==> config.mk <==
export PLATFORM = sky130hd
export DESIGN_NAME = updown_reload_timer
export DESIGN_NICKNAME = d
export VERILOG_FILES = /design/src/rtl/urt_pkg.sv /design/src/rtl/urt_edge_sync.sv /design/src/rtl/urt_regfile.sv /design/src/rtl/urt_core.sv /design/src/rtl/updown_reload_timer.sv
export SDC_FILE = /design/constraint.sdc
export NUM_CORES = 1
export LEC_CHECK = 0
export CAP_MARGIN = 20
export CORE_ASPECT_RATIO = 1.1
export CORE_UTILIZATION = 50
export DETAILED_ROUTE_END_ITERATION = 6
export PLACE_DENSITY_LB_ADDON = 0.15
export SLEW_MARGIN = 0
export SYNTH_ARGS = -nofsm -noshare
export SYNTH_HDL_FRONTEND = slang
export SYNTH_SLANG_ARGS = --single-unit
==> constraint.sdc <==
create_clock -name clk -period 7.1 [get_ports clk]
set_input_delay 1.065 -clock clk [delete_from_list [all_inputs] [get_ports clk]]
set_output_delay 1.065 -clock clk [all_outputs]
set_load 0.01 [all_outputs]
==> src/rtl/urt_pkg.sv <==
package urt_pkg;
    typedef enum logic [2:0] {
        MODE_RELOAD,
        MODE_CAPTURE,
        MODE_UPDOWN,
        MODE_CLKOUT,
        MODE_BAUD
    } urt_mode_e;

    typedef enum logic {
        PH_WAIT,
        PH_STEP
    } urt_phase_e;

    localparam int unsigned ADDR_W = 3;

    localparam logic [ADDR_W-1:0] A_CTRL   = 3'd0;
    localparam logic [ADDR_W-1:0] A_MODE   = 3'd1;
    localparam logic [ADDR_W-1:0] A_CNT_LO = 3'd2;
    localparam logic [ADDR_W-1:0] A_CNT_HI = 3'd3;
    localparam logic [ADDR_W-1:0] A_RLD_LO = 3'd4;
    localparam logic [ADDR_W-1:0] A_RLD_HI = 3'd5;

    // control bit positions
    localparam int unsigned B_WRAP    = 0;
    localparam int unsigned B_EXT     = 1;
    localparam int unsigned B_BAUD_RX = 2;
    localparam int unsigned B_BAUD_TX = 3;
    localparam int unsigned B_EXT_EN  = 4;
    localparam int unsigned B_CNT_SRC = 5;
    localparam int unsigned B_CAP_SEL = 6;

    // mode bit positions
    localparam int unsigned B_UPDOWN  = 0;
    localparam int unsigned B_CLKOUT  = 1;

    typedef struct packed {
        logic cap_sel;
        logic cnt_src;
        logic ext_en;
        logic baud_tx;
        logic baud_rx;
        logic clkout_en;
        logic updown_en;
    } urt_cfg_t;
endpackage

==> src/rtl/urt_edge_sync.sv <==
module urt_edge_sync #(
    parameter int unsigned STAGES = 2
) (
    input  logic clk,
    input  logic rst,
    input  logic pin,
    output logic level,
    output logic fall
);
    logic [STAGES-1:0] chain_q;
    logic              last_q;

    generate
        for (genvar i = 0; i < STAGES; i++) begin : g_stage
            if (i == 0) begin : g_first
                always_ff @(posedge clk) begin
                    if (rst) chain_q[0] <= 1'b0;
                    else     chain_q[0] <= pin;
                end
            end else begin : g_next
                always_ff @(posedge clk) begin
                    if (rst) chain_q[i] <= 1'b0;
                    else     chain_q[i] <= chain_q[i-1];
                end
            end
        end
    endgenerate

    always_ff @(posedge clk) begin
        if (rst) last_q <= 1'b0;
        else     last_q <= chain_q[STAGES-1];
    end

    assign level = chain_q[STAGES-1];
    assign fall  = last_q & ~chain_q[STAGES-1];
endmodule

==> src/rtl/urt_regfile.sv <==
module urt_regfile
    import urt_pkg::*;
#(
    parameter int unsigned HALF_W = 8,
    localparam int unsigned CNT_W = 2 * HALF_W
) (
    input  logic              clk,
    input  logic              rst,
    input  logic              wr_en,
    input  logic [ADDR_W-1:0] addr,
    input  logic [HALF_W-1:0] wdata,
    input  logic              set_wrap,
    input  logic              set_ext,
    input  logic              tog_ext,
    input  logic [CNT_W-1:0]  cnt,
    input  logic [CNT_W-1:0]  rld,
    output urt_cfg_t          cfg,
    output logic              wrap_q,
    output logic              ext_q,
    output logic [HALF_W-1:0] rdata
);
    urt_cfg_t cfg_q;
    logic     wrap_d, ext_d;
    logic     ctrl_wr, mode_wr;
    logic     unused_bits;

    assign ctrl_wr     = wr_en && (addr == A_CTRL);
    assign mode_wr     = wr_en && (addr == A_MODE);
    assign unused_bits = ^wdata;

    always_comb begin
        wrap_d = wrap_q;
        if (ctrl_wr && !wdata[B_WRAP]) wrap_d = 1'b0;
        if (set_wrap) wrap_d = 1'b1;
        ext_d = ext_q;
        if (ctrl_wr && !wdata[B_EXT]) ext_d = 1'b0;
        if (set_ext) ext_d = 1'b1;
        if (tog_ext) ext_d = ~ext_q;
    end

    always_ff @(posedge clk) begin
        if (rst) begin
            cfg_q  <= '0;
            wrap_q <= 1'b0;
            ext_q  <= 1'b0;
        end else begin
            wrap_q <= wrap_d;
            ext_q  <= ext_d;
            if (ctrl_wr) begin
                cfg_q.baud_rx <= wdata[B_BAUD_RX];
                cfg_q.baud_tx <= wdata[B_BAUD_TX];
                cfg_q.ext_en  <= wdata[B_EXT_EN];
                cfg_q.cnt_src <= wdata[B_CNT_SRC];
                cfg_q.cap_sel <= wdata[B_CAP_SEL];
            end
            if (mode_wr) begin
                cfg_q.updown_en <= wdata[B_UPDOWN];
                cfg_q.clkout_en <= wdata[B_CLKOUT];
            end
        end
    end

    assign cfg = cfg_q;

    always_comb begin
        rdata = '0;
        unique case (addr)
            A_CTRL: begin
                rdata[B_WRAP]    = wrap_q;
                rdata[B_EXT]     = ext_q;
                rdata[B_BAUD_RX] = cfg_q.baud_rx;
                rdata[B_BAUD_TX] = cfg_q.baud_tx;
                rdata[B_EXT_EN]  = cfg_q.ext_en;
                rdata[B_CNT_SRC] = cfg_q.cnt_src;
                rdata[B_CAP_SEL] = cfg_q.cap_sel;
            end
            A_MODE: begin
                rdata[B_UPDOWN] = cfg_q.updown_en;
                rdata[B_CLKOUT] = cfg_q.clkout_en;
            end
            A_CNT_LO: rdata = cnt[HALF_W-1:0];
            A_CNT_HI: rdata = cnt[CNT_W-1:HALF_W];
            A_RLD_LO: rdata = rld[HALF_W-1:0];
            A_RLD_HI: rdata = rld[CNT_W-1:HALF_W];
            default:  rdata = '0;
        endcase
    end

    // a set wrap flag survives every cycle without a clearing write
    assert_flag_hold_R10: assert property (@(posedge clk) disable iff (rst)
        (wrap_q && !(ctrl_wr && !wdata[B_WRAP])) |=> wrap_q);
endmodule

==> src/rtl/urt_core.sv <==
module urt_core
    import urt_pkg::*;
#(
    parameter int unsigned HALF_W = 8,
    localparam int unsigned CNT_W = 2 * HALF_W
) (
    input  logic              clk,
    input  logic              rst,
    input  urt_cfg_t          cfg,
    input  logic              run,
    input  logic              tick,
    input  logic              cnt_fall,
    input  logic              trig_fall,
    input  logic              trig_level,
    input  logic              wr_en,
    input  logic [ADDR_W-1:0] addr,
    input  logic [HALF_W-1:0] wdata,
    output logic [CNT_W-1:0]  cnt_q,
    output logic [CNT_W-1:0]  rld_q,
    output logic              set_wrap,
    output logic              set_ext,
    output logic              tog_ext,
    output logic              clk_q,
    output urt_mode_e         mode
);
    localparam logic [CNT_W-1:0] ALL_ONES = '1;

    urt_phase_e       phase_q, phase_d;
    logic             step;
    logic [CNT_W-1:0] hw_cnt, hw_rld, cnt_d, rld_d;
    logic             tog_pin;
    logic             cnt_wr, rld_wr, trig_hit;

    assign cnt_wr   = wr_en && (addr == A_CNT_LO || addr == A_CNT_HI);
    assign rld_wr   = wr_en && (addr == A_RLD_LO || addr == A_RLD_HI);
    assign trig_hit = cfg.ext_en && trig_fall;

    // mode decode, fixed priority
    always_comb begin
        if (cfg.baud_rx || cfg.baud_tx) mode = MODE_BAUD;
        else if (cfg.clkout_en)         mode = MODE_CLKOUT;
        else if (cfg.updown_en)         mode = MODE_UPDOWN;
        else if (cfg.cap_sel)           mode = MODE_CAPTURE;
        else                            mode = MODE_RELOAD;
    end

    // half-rate phase machine for clock-out
    always_ff @(posedge clk) begin
        if (rst) phase_q <= PH_WAIT;
        else     phase_q <= phase_d;
    end

    always_comb begin
        phase_d = phase_q;
        unique case (phase_q)
            PH_WAIT: if (mode == MODE_CLKOUT && run && tick) phase_d = PH_STEP;
            PH_STEP: if (mode != MODE_CLKOUT || (run && tick)) phase_d = PH_WAIT;
        endcase
    end

    always_comb begin
        unique case (mode)
            MODE_CLKOUT: step = run && tick && (phase_q == PH_STEP);
            default:     step = run && (cfg.cnt_src ? cnt_fall : tick);
        endcase
    end

    // hardware next state
    always_comb begin
        hw_cnt   = cnt_q;
        hw_rld   = rld_q;
        set_wrap = 1'b0;
        set_ext  = 1'b0;
        tog_ext  = 1'b0;
        tog_pin  = 1'b0;
        unique case (mode)
            MODE_BAUD: begin
                if (step) hw_cnt = (cnt_q == ALL_ONES) ? rld_q : cnt_q + 1'b1;
                if (trig_hit) set_ext = 1'b1;
            end
            MODE_CLKOUT: begin
                if (step) begin
                    if (cnt_q == ALL_ONES) begin
                        hw_cnt  = rld_q;
                        tog_pin = 1'b1;
                    end else begin
                        hw_cnt = cnt_q + 1'b1;
                    end
                end
                if (trig_hit) set_ext = 1'b1;
            end
            MODE_UPDOWN: begin
                if (step) begin
                    if (trig_level) begin
                        if (cnt_q == ALL_ONES) begin
                            hw_cnt   = rld_q;
                            set_wrap = 1'b1;
                            tog_ext  = 1'b1;
                        end else begin
                            hw_cnt = cnt_q + 1'b1;
                        end
                    end else begin
                        if (cnt_q == rld_q) begin
                            hw_cnt   = ALL_ONES;
                            set_wrap = 1'b1;
                            tog_ext  = 1'b1;
                        end else begin
                            hw_cnt = cnt_q - 1'b1;
                        end
                    end
                end
            end
            MODE_CAPTURE: begin
                if (step) begin
                    hw_cnt = cnt_q + 1'b1;
                    if (cnt_q == ALL_ONES) set_wrap = 1'b1;
                end
                if (trig_hit) begin
                    hw_rld  = cnt_q;
                    set_ext = 1'b1;
                end
            end
            MODE_RELOAD: begin
                if (step) begin
                    if (cnt_q == ALL_ONES) begin
                        hw_cnt   = rld_q;
                        set_wrap = 1'b1;
                    end else begin
                        hw_cnt = cnt_q + 1'b1;
                    end
                end
                if (trig_hit) begin
                    hw_cnt  = rld_q;
                    set_ext = 1'b1;
                end
            end
            default: ;
        endcase
    end

    // bus writes take precedence byte by byte
    always_comb begin
        cnt_d = hw_cnt;
        rld_d = hw_rld;
        if (wr_en && addr == A_CNT_LO) cnt_d[HALF_W-1:0]     = wdata;
        if (wr_en && addr == A_CNT_HI) cnt_d[CNT_W-1:HALF_W] = wdata;
        if (wr_en && addr == A_RLD_LO) rld_d[HALF_W-1:0]     = wdata;
        if (wr_en && addr == A_RLD_HI) rld_d[CNT_W-1:HALF_W] = wdata;
    end

    always_ff @(posedge clk) begin
        if (rst) begin
            cnt_q <= '0;
            rld_q <= '0;
            clk_q <= 1'b0;
        end else begin
            cnt_q <= cnt_d;
            rld_q <= rld_d;
            if (tog_pin) clk_q <= ~clk_q;
        end
    end

    assert_up_reload_R2: assert property (@(posedge clk) disable iff (rst)
        (mode == MODE_RELOAD && step && cnt_q == ALL_ONES && !trig_hit && !cnt_wr)
        |=> cnt_q == $past(rld_q));

    assert_down_wrap_R4: assert property (@(posedge clk) disable iff (rst)
        (mode == MODE_UPDOWN && step && !trig_level && cnt_q == rld_q && !cnt_wr)
        |=> cnt_q == ALL_ONES);

    assert_capture_copy_R6: assert property (@(posedge clk) disable iff (rst)
        (mode == MODE_CAPTURE && trig_hit && !rld_wr) |=> rld_q == $past(cnt_q));

    assert_pin_toggle_R8: assert property (@(posedge clk) disable iff (rst)
        !$stable(clk_q) |-> $past(mode == MODE_CLKOUT && step && cnt_q == ALL_ONES));
endmodule

==> src/rtl/updown_reload_timer.sv <==
module updown_reload_timer
    import urt_pkg::*;
#(
    parameter int unsigned HALF_W      = 8,
    parameter int unsigned SYNC_STAGES = 2
) (
    input  logic              clk,
    input  logic              rst,
    input  logic              tick,
    input  logic              run,
    input  logic              cnt_pin,
    input  logic              trig_pin,
    input  logic              bus_wr,
    input  logic [2:0]        bus_addr,
    input  logic [HALF_W-1:0] bus_wdata,
    output logic [HALF_W-1:0] bus_rdata,
    output logic              irq,
    output logic              wrap_flag,
    output logic              ext_flag,
    output logic              clk_out
);
    localparam int unsigned CNT_W = 2 * HALF_W;

    urt_cfg_t         cfg;
    urt_mode_e        mode;
    logic             cnt_fall, cnt_level, trig_fall, trig_level;
    logic [CNT_W-1:0] cnt, rld;
    logic             set_wrap, set_ext, tog_ext;
    logic             unused_level;

    assign unused_level = cnt_level;

    urt_edge_sync #(.STAGES(SYNC_STAGES)) u_cnt_sync (
        .clk(clk), .rst(rst), .pin(cnt_pin), .level(cnt_level), .fall(cnt_fall)
    );

    urt_edge_sync #(.STAGES(SYNC_STAGES)) u_trig_sync (
        .clk(clk), .rst(rst), .pin(trig_pin), .level(trig_level), .fall(trig_fall)
    );

    urt_core #(.HALF_W(HALF_W)) u_core (
        .clk(clk), .rst(rst), .cfg(cfg), .run(run), .tick(tick),
        .cnt_fall(cnt_fall), .trig_fall(trig_fall), .trig_level(trig_level),
        .wr_en(bus_wr), .addr(bus_addr), .wdata(bus_wdata),
        .cnt_q(cnt), .rld_q(rld), .set_wrap(set_wrap), .set_ext(set_ext),
        .tog_ext(tog_ext), .clk_q(clk_out), .mode(mode)
    );

    urt_regfile #(.HALF_W(HALF_W)) u_regs (
        .clk(clk), .rst(rst), .wr_en(bus_wr), .addr(bus_addr), .wdata(bus_wdata),
        .set_wrap(set_wrap), .set_ext(set_ext), .tog_ext(tog_ext),
        .cnt(cnt), .rld(rld), .cfg(cfg), .wrap_q(wrap_flag), .ext_q(ext_flag),
        .rdata(bus_rdata)
    );

    assign irq = wrap_flag || (ext_flag && mode != MODE_UPDOWN);

    // serial-clock modes never raise the wrap flag
    assert_baud_quiet_R9: assert property (@(posedge clk) disable iff (rst)
        (mode == MODE_BAUD && !wrap_flag) |=> !wrap_flag);
endmodule

==> results of run 1 <==
-- state kept, by name (all words and copies together), names as in the netlist --
signal	flops
u_cnt_sync.level	1
u_regs.ext_q	1
u_core.cnt_q	16
u_trig_sync.last_q	1
u_trig_sync.chain_q	1
u_regs.wrap_q	1
u_regs.cfg	7
u_core.clk_q	1
u_cnt_sync.last_q	1
u_cnt_sync.chain_q	1
u_trig_sync.level	1
u_core.phase_q	1
u_core.rld_q	16
-- routing by layer --
metal  up-vias  wire, um
met4         0      1029
met2       439      7028
met5         -         0
li1       2273         -
met1      2320      6609
met3        97      2537
-- worst max path at each step --
| stage | to | cells after the start | slack (ns) | from |
|---|---|---|---|---|
| floorplan | bus_rdata[4] | 6 | 3.42 | bus_addr[0] |
| global placement | bus_rdata[4] | 4 | 2.39 | bus_addr[0] |
| detailed placement | bus_rdata[4] | 4 | 2.28 | bus_addr[0] |
| CTS | bus_rdata[4] | 4 | 2.26 | bus_addr[0] |
| global route | bus_rdata[4] | 4 | 2.03 | bus_addr[0] |
| finish | bus_rdata[4] | 4 | 2.22 | bus_addr[0] |
-- power breakdown --
group | switching (mW) | internal, mW | leakage [nW] | total (mW)
logic | 0.124 | 0.0900 | 1.29 | 0.214
registers | 0.0523 | 0.287 | 0.399 | 0.339
clock network | 0.112 | 0.0813 | 0.0518 | 0.194
total | 0.289 | 0.458 | 1.74 | 0.747
-- kinds of logic after synthesis --
family	Yosys count	share of synthesized area
xor+xnor	38	0.07440
compound gates	181	0.2772
flops	49	0.2193
mux	38	0.08783
buf+inv	69	0.06042
simple gates	236	0.2724
fa+ha+maj	3	0.008393
-- cell usage in the layout (no fill, tap or decap), types with 6 or more instances in the layout --
master            n
dfxtp_1          49
o21ai_0          27
a21oi_1          38
nand4_1          10
xnor2_1          16
nor2b_1           9
nand3_1          23
o22ai_1           9
nor2_1           64
xor2_1           22
nand2_1          44
clkbuf_8          6
mux2i_1          37
buf_4             6
a211oi_1         23
a221oi_1         10
inv_1            11
a22oi_1           8
nor4_1           14
nor3_1           31
clkdlybuf4s50_1  28
a31oi_1          14
a221o_1           8
-- layout make-up --
| class | instances | area [um2] | area share |
|---|---|---|---|
| Clock buffer | 6 | 82.58 | 0.01713 |
| Multi-Input combinational cell | 496 | 3227 | 0.6692 |
| Tap cell | 111 | 138.9 | 0.02880 |
| Inverter | 12 | 45.04 | 0.009341 |
| Sequential cell | 49 | 980.9 | 0.2034 |
| Timing Repair Buffer | 35 | 330.3 | 0.06850 |
| Clock inverter | 2 | 17.52 | 0.003633 |
-- critical path, stage by stage --
cell and delay, ns:
clkdlybuf4s50_1 0.97, nor3_1 1.00, a22o_1 0.25, clkdlybuf4s50_1 0.54
==> metrics.md, run 1 <==
| Metric | Value |
|---|---|
| WL/cell | 24.20 um |
| Worst setup margin | 2.217 ns |
| Die area | 9329 um2 |
| Synth Instances | between 600 and 700 |
| Run status | complete, no violations |
| Total power | around 0.75 mW |
| Fin crit period | 4.883 ns |
| Seq/Total Area, Yosys | 0.2193 |
| Final instance area | 4822 um2 |
| DRC | 0 |
| # setup viols final | 0 |
| CP arrival | around 3.8 ns |
| Worst vdd ir | ~100 uV |
| Top achievable clock speed | 204.8 MHz |
| DR iter-0 viols | 797 |
| Commonest cells post-synth | nor2_1 (64), dfxtp_1 (49), clkbuf_1 (45), nand2_1 (44), a21oi_1 (38) |
| DIE WIDTH | around 92 um |
| Area leader, netlist | dfxtp_1 |
| Row Count | 35 |
| Worst-Skew Late Latency | 0.32 ns |
| I/O pin count | 30 |
| RSZ-0062 raised after global routing | false |
| TNS Setup | 0 ns |
| Power Density | 154.9 nW/um2 |
| Share of layout cells above drive strength 1 | 0.04500 |
| Final Hold Fails | 0 |
| Slew headroom | 0.2812 |
| Clock sink count | 49 |
| Crit Path Category | in -> out |
| Required time of the critical path | 6.03 ns |
| Vias in the first global route | between 4k and 5k |
| CTS resizes | 0 |
| Reg2Reg Depth | 7 |
| Reg2Reg Setup Slack | approximately 3.7 ns |
| Filler instances | 823 |
| DR vias/cell | 7.214 |
| Max-cap violation count | 0 |
| Worst-path fanout max | 23 |
| Met2 usage | 0.5574 |
| 1st-pass router iterations | 5 |
| Clock skew | ~0.0085 ns |
| Main synth FF type | dfxtp_1 |
| CTS tree | done |
| Post-placement cell count | approximately 700 |
| Final period utilization | 0.6877 |
| GPL Wtd Cong | roughly 0.96 |
| Yosys Warn Count | 0 |
| GRT Total Usage | 0.3695 |
| Hold Crit Start | u_trig_sync.chain_q[0]$_SDFF_PP0_ |
| CTS HTree Levels | 2 |
| Minimum hold slack | about 0.45 ns |
| First-pass GRT wire length | roughly 26000 um |
| Clock Tree Buf Depth | 2 |
| Post-synth EDFFs | 0 |
| GR Layer Usage met1 | 0.4908 |
| Synth top area share | 0.2193 |
| Antenna violations before repair | 0 |
| Post-Syn Nets | 635 |
| Top post-synthesis cells by area | dfxtp_1 (22%), mux2i_1 (8.3%), nor2_1 (5.4%) |
| Final non-filler cell total | ~700 |
| Vias | ~5.1k |
| Antenna Violating Nets Remaining | 0 |
| DP HPWL | around 11000 um |
| FF-to-FF End | u_core.cnt_q[2]$_SDFFE_PP0P_ |
| Tightest Pin Transition | between 1 and 1.5 ns |
| Cts hold-fix bufs | 0 |
| Synth Area per Inst | 7.285 um2 |
| Busiest grt layer | met2 |
| Core outline area | ~8500 um2 |
| Starting Density | 0.5238 |
| Synth async-reset ratio | 0 |
| Reg clk slew, reported paths | ~0.1 ns |
| Slew Viols, Final | 0 |
| Hold Path End | u_trig_sync.level$_SDFF_PP0_ |
| PortBufs | 29 |
| Synth Cell Area | between 4000 and 5000 um2 |
| Worst setup EP type | output pin |
| Layout area overhead | 7.804% |
| Fin util | 0.5647 |
| Clk root buf | clkbuf_8 |
| Largest net degree at the start of global routing | 48 |
| Worst hold path class | reg -> reg |
| Worst hold stages | 1 |
| Leakage power | 1.738 nW |
| Most common cell in the netlist | nor2_1 |
| GR Layer Usage met3 | 0.08559 |
| FF-to-FF Start | u_core.cnt_q[0]$_SDFFE_PP0P_ |
| Post-CTS Setup Bufs | 0 |
| Number of distinct library cells after synthesis | 66 |
| N_diodes | 0 |
| Number of synthesized register bits | 49 |
| TritonCTS Buffers | 5 |
| Crit path launch type | input port |
| Post-Route WL | roughly 17000 um |
| Placement Setup Slack | approximately 2.3 ns |
| Placed inst area | roughly 4700 um2 |
| Nets | 620 |
| Die height | between 100 and 150 um |
| Global route total overflow | 0 |
No activity file was read; power rests on OpenSTA's default activity.
==> inputs of run 2 (changes only) <==
- clock period: 7.1 -> 4.9 ns (I/O delays scaled with it)
==> run 2 against run 1 <==
- the run now ends with DRC left
- clock skew increased by 0.0057 ns
- worst hold slack worse by 0.0027 ns
- core utilization is 0.62 points higher
- sequential power rose by 44%
- critical endpoint is now bus_rdata[3]
- final area rose by 1.1%
- non-clock buffer count rose by 5
- flip-flop and latch count stayed put
- via count increased by 0.47%
- register-to-register slack got worse by 2.1 ns
- global-route usage is 2.2 points higher
==> metrics.md, run 2 (synthesis results as in run 1) <==
| Metric | Value |
|---|---|
| Crit path launch type | input port |
| CP arrival | 3.15 ns |
| Largest net degree at the start of global routing | 48 |
| Top achievable clock speed | ~260 MHz |
| CTS resizes | 0 |
| Worst hold stages | 1 |
| Reg clk slew, reported paths | ~0.10 ns |
| Gate power share | 0.284 |
| Row Count | 35 |
| Share of layout cells above drive strength 1 | 0.05124 |
| Clock sink count | 49 |
| Vias in the first global route | approximately 4.8k |
| CP max-delay cell | clkdlybuf4s50_1 |
| GRT Total Usage | 0.3915 |
| DIE WIDTH | about 90 um |
| Worst path top cell family by delay | buffers and inverters |
| Max-cap violation count | 0 |
| Most common cell after layout, fill and taps aside | nor2_1 |
| I/O pin count | 30 |
| CP dominant cell by count | clkdlybuf4s50_1 |
| Final Hold Fails | 0 |
| Clock share of power | 0.282 |
| Failing checks | DRC |
| Worst-Skew Late Latency | 0.32 ns |
| # setup viols final | 0 |
| PortBufs | 29 |
| Power Density | between 200 and 250 nW/um2 |
| CTS tree | done |
| Required time of the critical path | 4.16 ns |
| Worst hold path class | reg -> reg |
| Hold Path End | u_cnt_sync.level$_SDFF_PP0_ |
| Max stage delay on crit path | ~1 ns |
| Reg2Reg Depth | 7 |
| Die height | just over 100 um |
| Slew headroom | 0.3682 |
| RSZ-0062 raised after global routing | false |
| DP HPWL | between 10000 and 15000 um |
| FF-to-FF Start | u_core.cnt_q[0]$_SDFFE_PP0P_ |
| Fin util | 0.5708 |
| 1st-pass router iterations | 7 |
| Worst vdd ir | approximately 130 uV |
| CTS HTree Levels | 2 |
| Post-CTS Setup Bufs | 0 |
| Clk root buf | clkbuf_8 |
| Reported net switching power | between 0.4 and 0.5 mW |
| Antenna Violating Nets Remaining | 0 |
| Clock skew | ~0.014 ns |
| DR iter-0 viols | approximately 730 |
| N_diodes | 0 |
| Layout area overhead | 8.979% |
| Final period utilization | 0.7936 |
| GPL Wtd Cong | approximately 0.99 |
| Most frequent cells in the layout | nor2_1 (64), dfxtp_1 (49), nand2_1 (44), a21oi_1 (38), mux2i_1 (37) |
| Int Power | around 0.70 mW |
| DR vias/cell | a little over 7 |
| Hold Crit Start | u_cnt_sync.chain_q[0]$_SDFF_PP0_ |
| Post-Route WL | 17800 um |
| Total power | around 1.1 mW |
| Die area | 9329 um2 |
| TNS Setup | 0 ns |
| Global route total overflow | 0 |
| Run status | finished with violations |
| Slew Viols, Final | 0 |
| First-pass GRT wire length | ~27000 um |
| WL/cell | about 25 um |
| TritonCTS Buffers | 5 |
| Leakage power | about 1.8 nW |
| Clock Tree Buf Depth | 2 |
| Tightest Pin Transition | approximately 0.95 ns |
| Crit path cell chain | clkdlybuf4s50_1 -> buf_4 -> mux2i_1 -> o22ai_1 -> a21oi_1 -> nor2_1 -> clkdlybuf4s50_1 |
| Cts hold-fix bufs | 0 |
| Nets | between 600 and 700 |
| Vias | ~5.2k |
| CP Buf/Inv Count | 3 |
| Minimum hold slack | about 0.45 ns |
| Fin crit period | 3.889 ns |
| Crit Path Category | in -> out |
| Reg2Reg Setup Slack | between 1.5 and 2 ns |
| Starting Density | 0.5238 |
| Core outline area | approximately 8500 um2 |
| Sequential power share | 0.435 |
| Antenna violations before repair | 0 |
| FF-to-FF End | u_core.cnt_q[3]$_SDFFE_PP0P_ |
| DRC | 1 |
| Worst-path fanout max | 18 |
| Worst setup EP type | output pin |
| Net Sw Frac | 0.3733 |
## run 2: stage by stage
step	std cells	instance area, um2	setup WS, ns
5_1_grt	716	4875	0.9267
3_5_place_dp	706	4745	1.064
3_3_place_gp	706	4745	1.127
4_1_cts	714	4856	1.064
6_report	716	4875	1.011
2_1_floorplan	614	4473	1.876
## run 2: worst max-delay path by stage
stage / from / end / slack, ns / depth (start not counted)
global placement: bus_addr[0] / bus_rdata[3] / 1.13 / 7
floorplan: bus_addr[0] / bus_rdata[4] / 1.88 / 6
global route: bus_addr[0] / bus_rdata[3] / 0.93 / 7
finish: bus_addr[0] / bus_rdata[3] / 1.01 / 7
CTS: bus_addr[0] / bus_rdata[3] / 1.06 / 7
detailed placement: bus_addr[0] / bus_rdata[3] / 1.06 / 7
## run 2: routing by layer
layer | up-vias | wire [um] | GRT usage
li1 | 2295 | - | -
met1 | 2358 | 7043 | 0.5117
met2 | 392 | 7184 | 0.5746
met3 | 108 | 2309 | 0.1066
met4 | 0 | 1263 | 0.2404
met5 | - | 0 | 0
## run 2: final cells by class
type,instances,area [um2]
flip-flops and latches,49,980.9
inverters,12,45.04
repair buffers,40,371.6
clock inverters,2,38.79
fillers,827,3665
clock buffers,6,72.57
well taps,111,138.9
multi-input cells,496,3227
## run 2: power groups by stage
stage | combinational (mW) | clock [mW] | sequential [mW]
after floorplan | 0.252 | 0 | 0.442
after global placement | 0.302 | 0 | 0.492
after detailed placement | 0.307 | 0 | 0.492
after CTS | 0.309 | 0.314 | 0.482
after global routing | 0.344 | 0.331 | 0.489
final | 0.318 | 0.315 | 0.487
==> inputs of run 3 (changes only) <==
- clock period: 4.9 -> 3.8 ns (I/O delays scaled with it)
==> run 3 against run 2 <==
- clock-buffer cell count fell by 1
- wire length down 0.75%
- clock skew is 0.0038 ns lower
- largest cell class unchanged
- final cell count grew 2.5%
- die area stayed put
- the run now ends clean
- combinational power up 49%
- global-route usage fell by 0.056 points
==> metrics.md, run 3 (synthesis results as in run 1) <==
| Metric | Value |
|---|---|
| Antenna violations before repair | 0 |
| DIE WIDTH | roughly 90 um |
| TritonCTS Buffers | 5 |
| CP max-delay cell | clkdlybuf4s50_1 |
| Post-Route WL | about 18000 um |
| 1st-pass router iterations | 7 |
| Row Count | 35 |
| CP arrival | ~2.7 ns |
| DR vias/cell | slightly above 7 |
| Vias | around 5.3k |
| Slew headroom | 0.4467 |
| Reg clk slew, reported paths | 0.11 ns |
| Die height | just over 100 um |
| N_diodes | 0 |
| Clock skew | 0.01047 ns |
| Cts hold-fix bufs | 0 |
| CTS resizes | 0 |
| Max-cap violation count | 0 |
| Global route total overflow | 0 |
| Worst-path fanout max | 9 |
| Layout area overhead | 11.83% |
| Share of layout cells above drive strength 1 | 0.07865 |
| Largest net degree at the start of global routing | 25 |
| Most frequent cells in the layout | nor2_1 (64), dfxtp_1 (49), nand2_1 (44), a21oi_1 (38), mux2i_1 (37) |
| Vias in the first global route | 4873 |
| Nets | 643 |
| I/O pin count | 30 |
| Crit path launch type | input port |
| CTS tree | done |
| TNS Setup | 0 ns |
| Slew Viols, Final | 0 |
| First-pass GRT wire length | roughly 28000 um |
| CTS HTree Levels | 2 |
| Required time of the critical path | 3.23 ns |
| Worst-Skew Late Latency | around 0.32 ns |
| Worst path top cell family by delay | buffers and inverters |
| Fin crit period | approximately 3.2 ns |
| Placement Setup Slack | around 0.58 ns |
| Max stage delay on crit path | approximately 0.56 ns |
| Crit path cell chain | clkdlybuf4s50_1 -> ha_1 -> o21ai_0 -> o21ai_0 -> a22oi_1 -> a21oi_1 -> clkdlybuf4s50_1 |
| Seq. cell area | about 980 um2 |
| Clock Tree Buf Depth | 2 |
| WL/cell | 24.07 um |
| Tightest Pin Transition | ~0.83 ns |
| RSZ-0062 raised after global routing | false |
| Top achievable clock speed | just over 300 MHz |
| Final Hold Fails | 0 |
| Worst vdd ir | ~180 uV |
| Leakage power | ~1.9 nW |
| Worst setup margin | a little under 0.6 ns |
| PortBufs | 29 |
| Post-CTS Setup Bufs | 0 |
| Clock sink count | between 40 and 50 |
| Worst hold path class | reg -> reg |
| GRT Total Usage | 0.3910 |
| # setup viols final | 0 |
| Multi-input gate area | 3222 um2 |
| GPL Wtd Cong | just over 1 |
| Clk root buf | clkbuf_8 |
| Die area | roughly 9300 um2 |
| Starting Density | 0.5238 |
| DR iter-0 viols | a little under 800 |
| Crit Path Category | in -> out |
| Run status | complete, no violations |
| DRC | 0 |
| Most common cell after layout, fill and taps aside | nor2_1 |
| Worst setup EP type | output pin |
| Filler instances | about 850 |
| CP Buf/Inv Count | 2 |
| DP HPWL | ~12000 um |
| Core outline area | roughly 8500 um2 |
| Final period utilization | 0.8476 |
| Antenna Violating Nets Remaining | 0 |
| Power Density | 291.8 nW/um2 |
## run 3: area by class of cell
class                      count  share of cell area
timing repair buffer          58              0.1006
sequential                    49              0.1961
multi-input combinational    496              0.6441
inverter                      12            0.009004
clock buffer                   5             0.01376
tap                          111             0.02776
clock inverter                 3            0.008754
## run 3: where the power goes
part	total, mW	switching, mW	internal (mW)	leakage, nW
clock network	0.403	0.205	0.198	0.0585
registers	0.581	0.0449	0.536	0.399
logic	0.475	0.290	0.185	1.41
## run 3: per-stage QoR
| stage | power [mW] | instances | instance area [um2] | utilization | hold slack [ns] |
|---|---|---|---|---|---|
| 2_1_floorplan | 0.8957 | 614 | 4473 | - | 0.4138 |
| 3_3_place_gp | 1.038 | 726 | 4890 | 0.5726 | 0.4178 |
| 3_5_place_dp | 1.046 | 726 | 4890 | 0.5726 | 0.4231 |
| 4_1_cts | 1.444 | 734 | 5002 | 0.5858 | 0.4493 |
| 5_1_grt | 1.518 | 734 | 5002 | 0.5858 | 0.4638 |
| 6_report | 1.460 | 734 | 5002 | 0.5858 | 0.4469 |
## run 3: worst paths after layout
path | slack [ns] | depth (start not counted) | endpoint | start
setup / recovery | 0.58 | 7 | bus_rdata[5] | bus_addr[2]
hold / removal | 0.45 | 1 | u_trig_sync.level$_SDFF_PP0_ | u_trig_sync.chain_q[0]$_SDFF_PP0_
setup reg to reg | 0.94 | 7 | u_core.cnt_q[3]$_SDFFE_PP0P_ | u_core.cnt_q[0]$_SDFFE_PP0P_
hold reg to reg | 0.45 | 1 | u_trig_sync.level$_SDFF_PP0_ | u_trig_sync.chain_q[0]$_SDFF_PP0_
## run 3: routing by layer
| layer | wire, um | up-vias | GRT usage |
|---|---|---|---|
| met3 | 2287 | 116 | 0.07432 |
| met1 | 6885 | 2381 | 0.5279 |
| met5 | 0 | - | 0 |
| li1 | - | 2323 | - |
| met4 | 1191 | 0 | 0.2272 |
| met2 | 7302 | 441 | 0.5827 |
